[src/rtl/swb_pkg.sv]
package swb_pkg;

    localparam int INSTR_W  = 16;
    localparam int OPC_W    = 6;
    localparam int OPC_LSB  = 10;
    localparam int DEST_BIT = 9;
    localparam int BANK_BIT = 8;
    localparam logic [OPC_W-1:0] SWB_OPCODE = 6'b010101;
    localparam int NIBBLE_W = 4;

    typedef enum logic [1:0] {
        PH_Q1 = 2'd0,
        PH_Q2 = 2'd1,
        PH_Q3 = 2'd2,
        PH_Q4 = 2'd3
    } phase_e;

    typedef struct packed {
        logic n;
        logic ov;
        logic c;
        logic dc;
        logic z;
    } flags_t;

endpackage

[src/rtl/swb_decode.sv]
module swb_decode
    import swb_pkg::*;
#(
    parameter int FADDR_W = 8
) (
    input  logic [INSTR_W-1:0] instr,
    output logic               hit,
    output logic               dest_f,
    output logic               banked,
    output logic [FADDR_W-1:0] faddr
);

    always_comb begin
        hit    = (instr[INSTR_W-1:OPC_LSB] == SWB_OPCODE);
        dest_f = instr[DEST_BIT];
        banked = instr[BANK_BIT];
        faddr  = instr[FADDR_W-1:0];
    end

endmodule

[src/rtl/swb_addr_gen.sv]
module swb_addr_gen #(
    parameter int FADDR_W = 8,
    parameter int BANK_W  = 4,
    localparam int ADDR_W = BANK_W + FADDR_W
) (
    input  logic               banked,
    input  logic [BANK_W-1:0]  bsr,
    input  logic [FADDR_W-1:0] faddr,
    output logic [ADDR_W-1:0]  addr
);

    // access window: lower half of f -> bottom of memory, upper half -> top
    logic [BANK_W-1:0] window_bank;

    always_comb begin
        window_bank = {BANK_W{faddr[FADDR_W-1]}};
        if (banked) begin
            addr = {bsr, faddr};
        end else begin
            addr = {window_bank, faddr};
        end
    end

endmodule

[src/rtl/swb_sub_core.sv]
module swb_sub_core
    import swb_pkg::*;
#(
    parameter int DATA_W = 8
) (
    input  logic [DATA_W-1:0] opnd_w,
    input  logic [DATA_W-1:0] opnd_f,
    input  logic              cin,
    output logic [DATA_W-1:0] diff,
    output flags_t            flags
);

    localparam int NIB = NIBBLE_W;

    logic [DATA_W:0] w_ext;
    logic [DATA_W:0] sub_ext;
    logic [NIB:0]    w_low;
    logic [NIB:0]    sub_low;

    always_comb begin
        w_ext   = {1'b0, opnd_w};
        sub_ext = {1'b0, opnd_f} + {{DATA_W{1'b0}}, cin};
        w_low   = {1'b0, opnd_w[NIB-1:0]};
        sub_low = {1'b0, opnd_f[NIB-1:0]} + {{NIB{1'b0}}, cin};

        diff     = opnd_w - opnd_f - {{(DATA_W-1){1'b0}}, cin};
        flags.c  = (w_ext >= sub_ext);
        flags.dc = (w_low >= sub_low);
        flags.n  = diff[DATA_W-1];
        flags.z  = (diff == '0);
        flags.ov = (opnd_w[DATA_W-1] ^ opnd_f[DATA_W-1]) &
                   (opnd_w[DATA_W-1] ^ diff[DATA_W-1]);
    end

    // like-signed operands cannot leave the signed range
    always_comb begin
        if (opnd_w[DATA_W-1] == opnd_f[DATA_W-1]) begin
            assert_no_ov_same_sign_R7: assert (!flags.ov);
        end
    end

endmodule

[src/rtl/swb_datapath.sv]
module swb_datapath
    import swb_pkg::*;
#(
    parameter int DATA_W  = 8,
    parameter int FADDR_W = 8,
    parameter int BANK_W  = 4,
    localparam int ADDR_W = BANK_W + FADDR_W
) (
    input  logic                 clk,
    input  logic                 rst_n,
    input  logic [1:0]           phase,
    input  logic [INSTR_W-1:0]   instr,
    input  logic [DATA_W-1:0]    wreg,
    input  logic [BANK_W-1:0]    bsr,
    input  logic                 carry_in,
    output logic [ADDR_W-1:0]    rd_addr,
    input  logic [DATA_W-1:0]    rd_data,
    output logic [ADDR_W-1:0]    wr_addr,
    output logic [DATA_W-1:0]    wr_data,
    output logic                 wr_en,
    output logic                 wreg_we,
    output logic [DATA_W-1:0]    result,
    output logic                 flags_we,
    output logic                 flag_n,
    output logic                 flag_ov,
    output logic                 flag_c,
    output logic                 flag_dc,
    output logic                 flag_z
);

    typedef struct packed {
        logic              valid;
        logic              dest_f;
        logic [ADDR_W-1:0] addr;
        logic [DATA_W-1:0] opnd_w;
        logic [DATA_W-1:0] opnd_f;
        logic              cin;
        logic [DATA_W-1:0] result;
        flags_t            flags;
    } state_t;

    phase_e             ph;
    logic               dec_hit;
    logic               dec_dest_f;
    logic               dec_banked;
    logic [FADDR_W-1:0] dec_faddr;
    logic [ADDR_W-1:0]  gen_addr;
    logic [DATA_W-1:0]  core_diff;
    flags_t             core_flags;
    state_t             st_d;
    state_t             st_q;

    assign ph = phase_e'(phase);

    swb_decode #(.FADDR_W(FADDR_W)) u_decode (
        .instr  (instr),
        .hit    (dec_hit),
        .dest_f (dec_dest_f),
        .banked (dec_banked),
        .faddr  (dec_faddr)
    );

    swb_addr_gen #(.FADDR_W(FADDR_W), .BANK_W(BANK_W)) u_addr_gen (
        .banked (dec_banked),
        .bsr    (bsr),
        .faddr  (dec_faddr),
        .addr   (gen_addr)
    );

    swb_sub_core #(.DATA_W(DATA_W)) u_sub_core (
        .opnd_w (st_q.opnd_w),
        .opnd_f (st_q.opnd_f),
        .cin    (st_q.cin),
        .diff   (core_diff),
        .flags  (core_flags)
    );

    always_comb begin
        st_d = st_q;
        unique case (ph)
            PH_Q1: begin
                st_d.valid  = dec_hit;
                st_d.dest_f = dec_dest_f;
                st_d.addr   = gen_addr;
            end
            PH_Q2: begin
                if (st_q.valid) begin
                    st_d.opnd_w = wreg;
                    st_d.opnd_f = rd_data;
                    st_d.cin    = carry_in;
                end
            end
            PH_Q3: begin
                if (st_q.valid) begin
                    st_d.result = core_diff;
                    st_d.flags  = core_flags;
                end
            end
            PH_Q4: begin
                st_d = st_q;
            end
        endcase
    end

    always_ff @(posedge clk or negedge rst_n) begin
        if (!rst_n) begin
            st_q <= '0;
        end else begin
            st_q <= st_d;
        end
    end

    always_comb begin
        rd_addr  = st_q.addr;
        wr_addr  = st_q.addr;
        wr_data  = st_q.result;
        result   = st_q.result;
        wr_en    = st_q.valid &&  st_q.dest_f && (ph == PH_Q4);
        wreg_we  = st_q.valid && !st_q.dest_f && (ph == PH_Q4);
        flags_we = st_q.valid && (ph == PH_Q4);
        flag_n   = st_q.flags.n;
        flag_ov  = st_q.flags.ov;
        flag_c   = st_q.flags.c;
        flag_dc  = st_q.flags.dc;
        flag_z   = st_q.flags.z;
    end

    assert_strobe_q4_R8: assert property (@(posedge clk) disable iff (!rst_n)
        (wr_en || wreg_we || flags_we) |-> (ph == PH_Q4));

    assert_one_dest_R3: assert property (@(posedge clk) disable iff (!rst_n)
        !(wr_en && wreg_we));

    assert_wb_addr_R3: assert property (@(posedge clk) disable iff (!rst_n)
        wr_en |-> (wr_addr == $past(rd_addr)));

    assert_window_range_R4: assert property (@(posedge clk) disable iff (!rst_n)
        (ph == PH_Q1 && dec_hit && !dec_banked) |->
        (gen_addr[ADDR_W-1:FADDR_W] == '0 || gen_addr[ADDR_W-1:FADDR_W] == '1));

    assert_bank_select_R4: assert property (@(posedge clk) disable iff (!rst_n)
        (ph == PH_Q1 && dec_hit && dec_banked) |->
        (gen_addr[ADDR_W-1:FADDR_W] == bsr));

    assert_operand_hold_R9: assert property (@(posedge clk) disable iff (!rst_n)
        (ph == PH_Q4) |->
        ($stable(st_q.opnd_w) && $stable(st_q.opnd_f) && $stable(st_q.cin)));

endmodule

[config.mk]
export PLATFORM = sky130hd
export DESIGN_NAME = swb_datapath
export DESIGN_NICKNAME = d
export VERILOG_FILES = /design/src/rtl/swb_pkg.sv /design/src/rtl/swb_decode.sv /design/src/rtl/swb_addr_gen.sv /design/src/rtl/swb_sub_core.sv /design/src/rtl/swb_datapath.sv
export SDC_FILE = /design/constraint.sdc
export NUM_CORES = 1
export LEC_CHECK = 0
export BUFFER_PORTS_ARGS = -buffer_cell sky130_fd_sc_hd__buf_4
export CELL_PAD_IN_SITES_DETAIL_PLACEMENT = 1
export CELL_PAD_IN_SITES_GLOBAL_PLACEMENT = 2
export CORE_UTILIZATION = 33
export DETAILED_ROUTE_END_ITERATION = 16
export GPL_ROUTABILITY_DRIVEN = 0
export GPL_TIMING_DRIVEN = 0
export PLACE_DENSITY_LB_ADDON = 0.3
export RECOVER_POWER = 50
export SETUP_SLACK_MARGIN = 0.3
export SYNTH_ARGS = -nofsm -noshare
export SYNTH_HDL_FRONTEND = slang
export SYNTH_SLANG_ARGS = --single-unit
[constraint.sdc]
create_clock -name clk -period 3.62 [get_ports clk]
set_input_delay 0.543 -clock clk [delete_from_list [all_inputs] [get_ports clk]]
set_output_delay 0.543 -clock clk [all_outputs]
set_load 0.02 [all_outputs]
==> summary.md <==
| Metric | Value |
|---|---|
| Arr. time, crit path | 2.79 ns |
| Final setup viols | 0 |
| Num CTS Buffers | 5 |
| Io pins | 89 |
| CORE AREA | 0.00789 sq mm |
| Synth async-reset ratio | 100% |
| Row cnt | 32 |
| Synth area leaders | dfrtp_1, mux2_2, buf_4 |
| PnR worst setup slack | 1.02 ns |
| Max_slew headroom | -54.5% |
| Slowest cell on crit path | fa_1 |
| Global Route Usage Sum | 15.0% |
| TritonCTS clock tree | yes |
| Dpl cell area | 0.00355 sq mm |
| Die area | 0.00873 sq mm |
| Post-layout net count | 424 |
| Clock latency on the worst-skew pair | 0.30 ns |
| Max-cap violation count | 1 |
| Post_cts resized | 0 |
| Worst R2R Setup Slack | 1.02 ns |
| Critical path class | flip-flop to flip-flop |
| I/O Buffers | 88 |
| Status | complete, but fails checks |
| RSZ-0062 raised after global routing | no |
| Crit-path max cell delay | 0.60 ns |
| Sum Neg Setup Slack | 0 ns |
| Met1 usage | 18.2% |
| Crit path launch | st_q[14] |
| Syn Nets | 329 |
| Fin crit share | 71.8% |
| Die height | 93.4 microns |
| Initial antenna violation count | 0 |
| First-pass GRT wire length | 10.1 mm |
| Post-layout instance area | 0.00361 sq mm |
| Worst R2R End | result[7] |
| Register bit total from synthesis | 43 |
| Final Power | 1.67 mW |
| Critical path required time | 3.81 ns |
| Iter 0 DRT Violations | 38 |
| CP Capture Type | flip-flop |
| Hold WC Path Type | input pin to flip-flop |
| Worst r2r src | st_q[14] |
| Worst vdd ir | 0.177 mV |
| Clk buf depth | 2 |
| Top FF cell, synth | dfrtp_1 |
| Grt total ovfl | 0 |
| Met3 global-route usage | 3.17% |
| Clock Root Buffer | clkbuf_8 |
| Clock-pin transition on the worst setup and hold timing paths | 0.09 ns |
| Max Fanout on Critical Path | 4 |
| Post-route minimum period | 2.60 ns |
| Most frequent cells after synthesis | dfrtp_1, buf_4, mux2_2 |
| DIE WIDTH | 93.4 microns |
| Yosys top cell by area | dfrtp_1 |
| Post-Syn Area | 0.00276 sq mm |
| Post-synth top area share | 39.0% |
| Sequential-to-total area share from yosys stat | 39.0% |
| Remaining DRCs | 0 |
| Avg Inst Size Synth | 10.5 sq um |
| Share of post-route cells with drive strength above 1 | 43.5% |
| Vias post-DR | 2095 |
| Non-Filler Instances | 461 |
| Synth-to-layout area growth | 30.9% |
| PD cells | 463 mW/mm^2 |
| Drt first pass iters | 4 |
| Placed Cells | 453 |
| Drt wl/cell | 13.4 microns |
| Multi-input logic area | 0.00128 sq mm |
| Clock Sinks | 43 |
| Worst Tran Pin Value | 2.32 ns |
| Peak Freq | 0.385 GHz |
| Number of synthesized flops with an enable pin | 0 |
| Busiest grt layer | met2 |
| Pleak | 1.83 nW |
| Detail Route Antenna Nets | 0 |
| Final Skew | 0.00837 ns |
| Post-synthesis cell type count | 37 |
| Count leader, synth | dfrtp_1 |
| Setup Buffers After CTS | 0 |
| Vias in the first global route | 2133 |
| Met2 global-route usage | 26.3% |
| Fin. max-slew vios | 44 |
| Final WL | 6.19 mm |
| Final Hold Vio Count | 0 |
| # fillers | 907 |
| Diodes inserted | 0 |
| Crit path capture | result[7] |
| HPWL Detailed | 4.98 mm |
| Cells after Synth | 263 |
| Largest net degree at the start of global routing | 44 |
| Startpoint class of the critical path | flip-flop |
| Starting Density | 35.0% |
| Place WS | 1.02 ns |
| YS warnings | 0 |
| Vias per inst | 4.54 |
| Post-cts hold buffer count | 0 |
| Sequential cell area | 0.00108 sq mm |
| Reg2Reg Depth | 8 |
| Failing checks | max-capacitance violations, max-slew violations |
| CP Cell Sequence | fa_1, inv_1, ha_1, o21ai_0, a211oi_1, o211ai_2, xnor2_1, mux2_2 |
| H-tree depth | 2 |
==> cells in the final DEF (no fill, tap or decap), drive strengths merged, types with 2 or more instances in the layout <==
cell	netlist	routed
nand2	10	10
a21o	3	3
buf	42	116
a21oi	13	13
nand3b	2	2
nor2b	5	5
fa	2	2
o21ai	8	8
a211oi	3	3
nor2	12	12
xnor2	8	8
nand4	2	2
mux2	31	31
dfrtp	43	43
nand2b	2	2
o31ai	3	3
clkbuf	2	22
xor2	5	5
nand3	6	6
inv	23	23
and2	2	2
ha	23	23
and3	2	2
==> per-stage QoR <==
stage,utilization (%),hold WS [ns]
6_report,45.8,0.466
5_1_grt,45.8,0.451
4_1_cts,46.4,0.251
3_5_place_dp,45.0,0.477
3_3_place_gp,45.0,0.476
2_1_floorplan,-,0.247
==> logic make-up after synthesis <==
group,share of synthesized area (%)
buffers and inverters,14.7
AND/OR/NAND/NOR,8.85
flip-flops,39.0
AO/OA/AOI/OAI,8.44
multiplexers,13.0
adder cells (fa/ha/maj),11.9
XOR/XNOR,4.13
==> layer usage <==
| layer | wire, microns | vias up |
|---|---|---|
| li1 | - | 1045 |
| met1 | 2630 | 996 |
| met2 | 3190 | 45 |
| met3 | 251 | 9 |
| met4 | 113 | 0 |
| met5 | 0 | - |
==> worst max-delay path: cells and delay by family (launching register included) <==
family | cells | cell delay [ns]
AO/OA/AOI/OAI | 3 | 0.84
flip-flops | 1 | 0.43
multiplexers | 1 | 0.27
adder cells (fa/ha/maj) | 2 | 0.76
XOR/XNOR | 1 | 0.13
buffers and inverters | 1 | 0.05
==> area by class of cell <==
cell class / count / share of cell area [%]
multi-input cells: 153 / 35.4
flip-flops and latches: 43 / 29.8
repair buffers: 88 / 16.8
plain buffers: 44 / 8.80
well taps: 102 / 3.53
inverters: 23 / 2.39
clock buffers: 6 / 2.29
clock inverters: 2 / 0.970
==> state kept, by name, summed over array words and instances (netlist names) <==
| signal | cells |
|---|---|
| rd_addr | 12 |
| flag_dc | 1 |
| result | 8 |
| st_q | 19 |
| flag_c | 1 |
| flag_z | 1 |
| flag_ov | 1 |
==> worst min path at each step <==
stage                     startpoint    endpoint  depth (start not counted)
after global placement        flag_z      flag_z                          2
after CTS                      rst_n    st_q[22]                          1
after detailed placement      flag_z      flag_z                          2
final                       instr[5]  rd_addr[5]                          2
after global routing        instr[4]  rd_addr[4]                          2
after floorplan                rst_n      flag_c                          0
==> where the power goes <==
group          leakage, nW  total [mW]  internal [mW]  switching [mW]
clock               0.0612       0.390          0.223           0.167
combinational         1.21       0.692          0.347           0.345
sequential           0.562       0.588          0.537          0.0517
total                 1.83        1.67           1.11           0.564
Note: power is estimated with default switching activity, not from simulation.
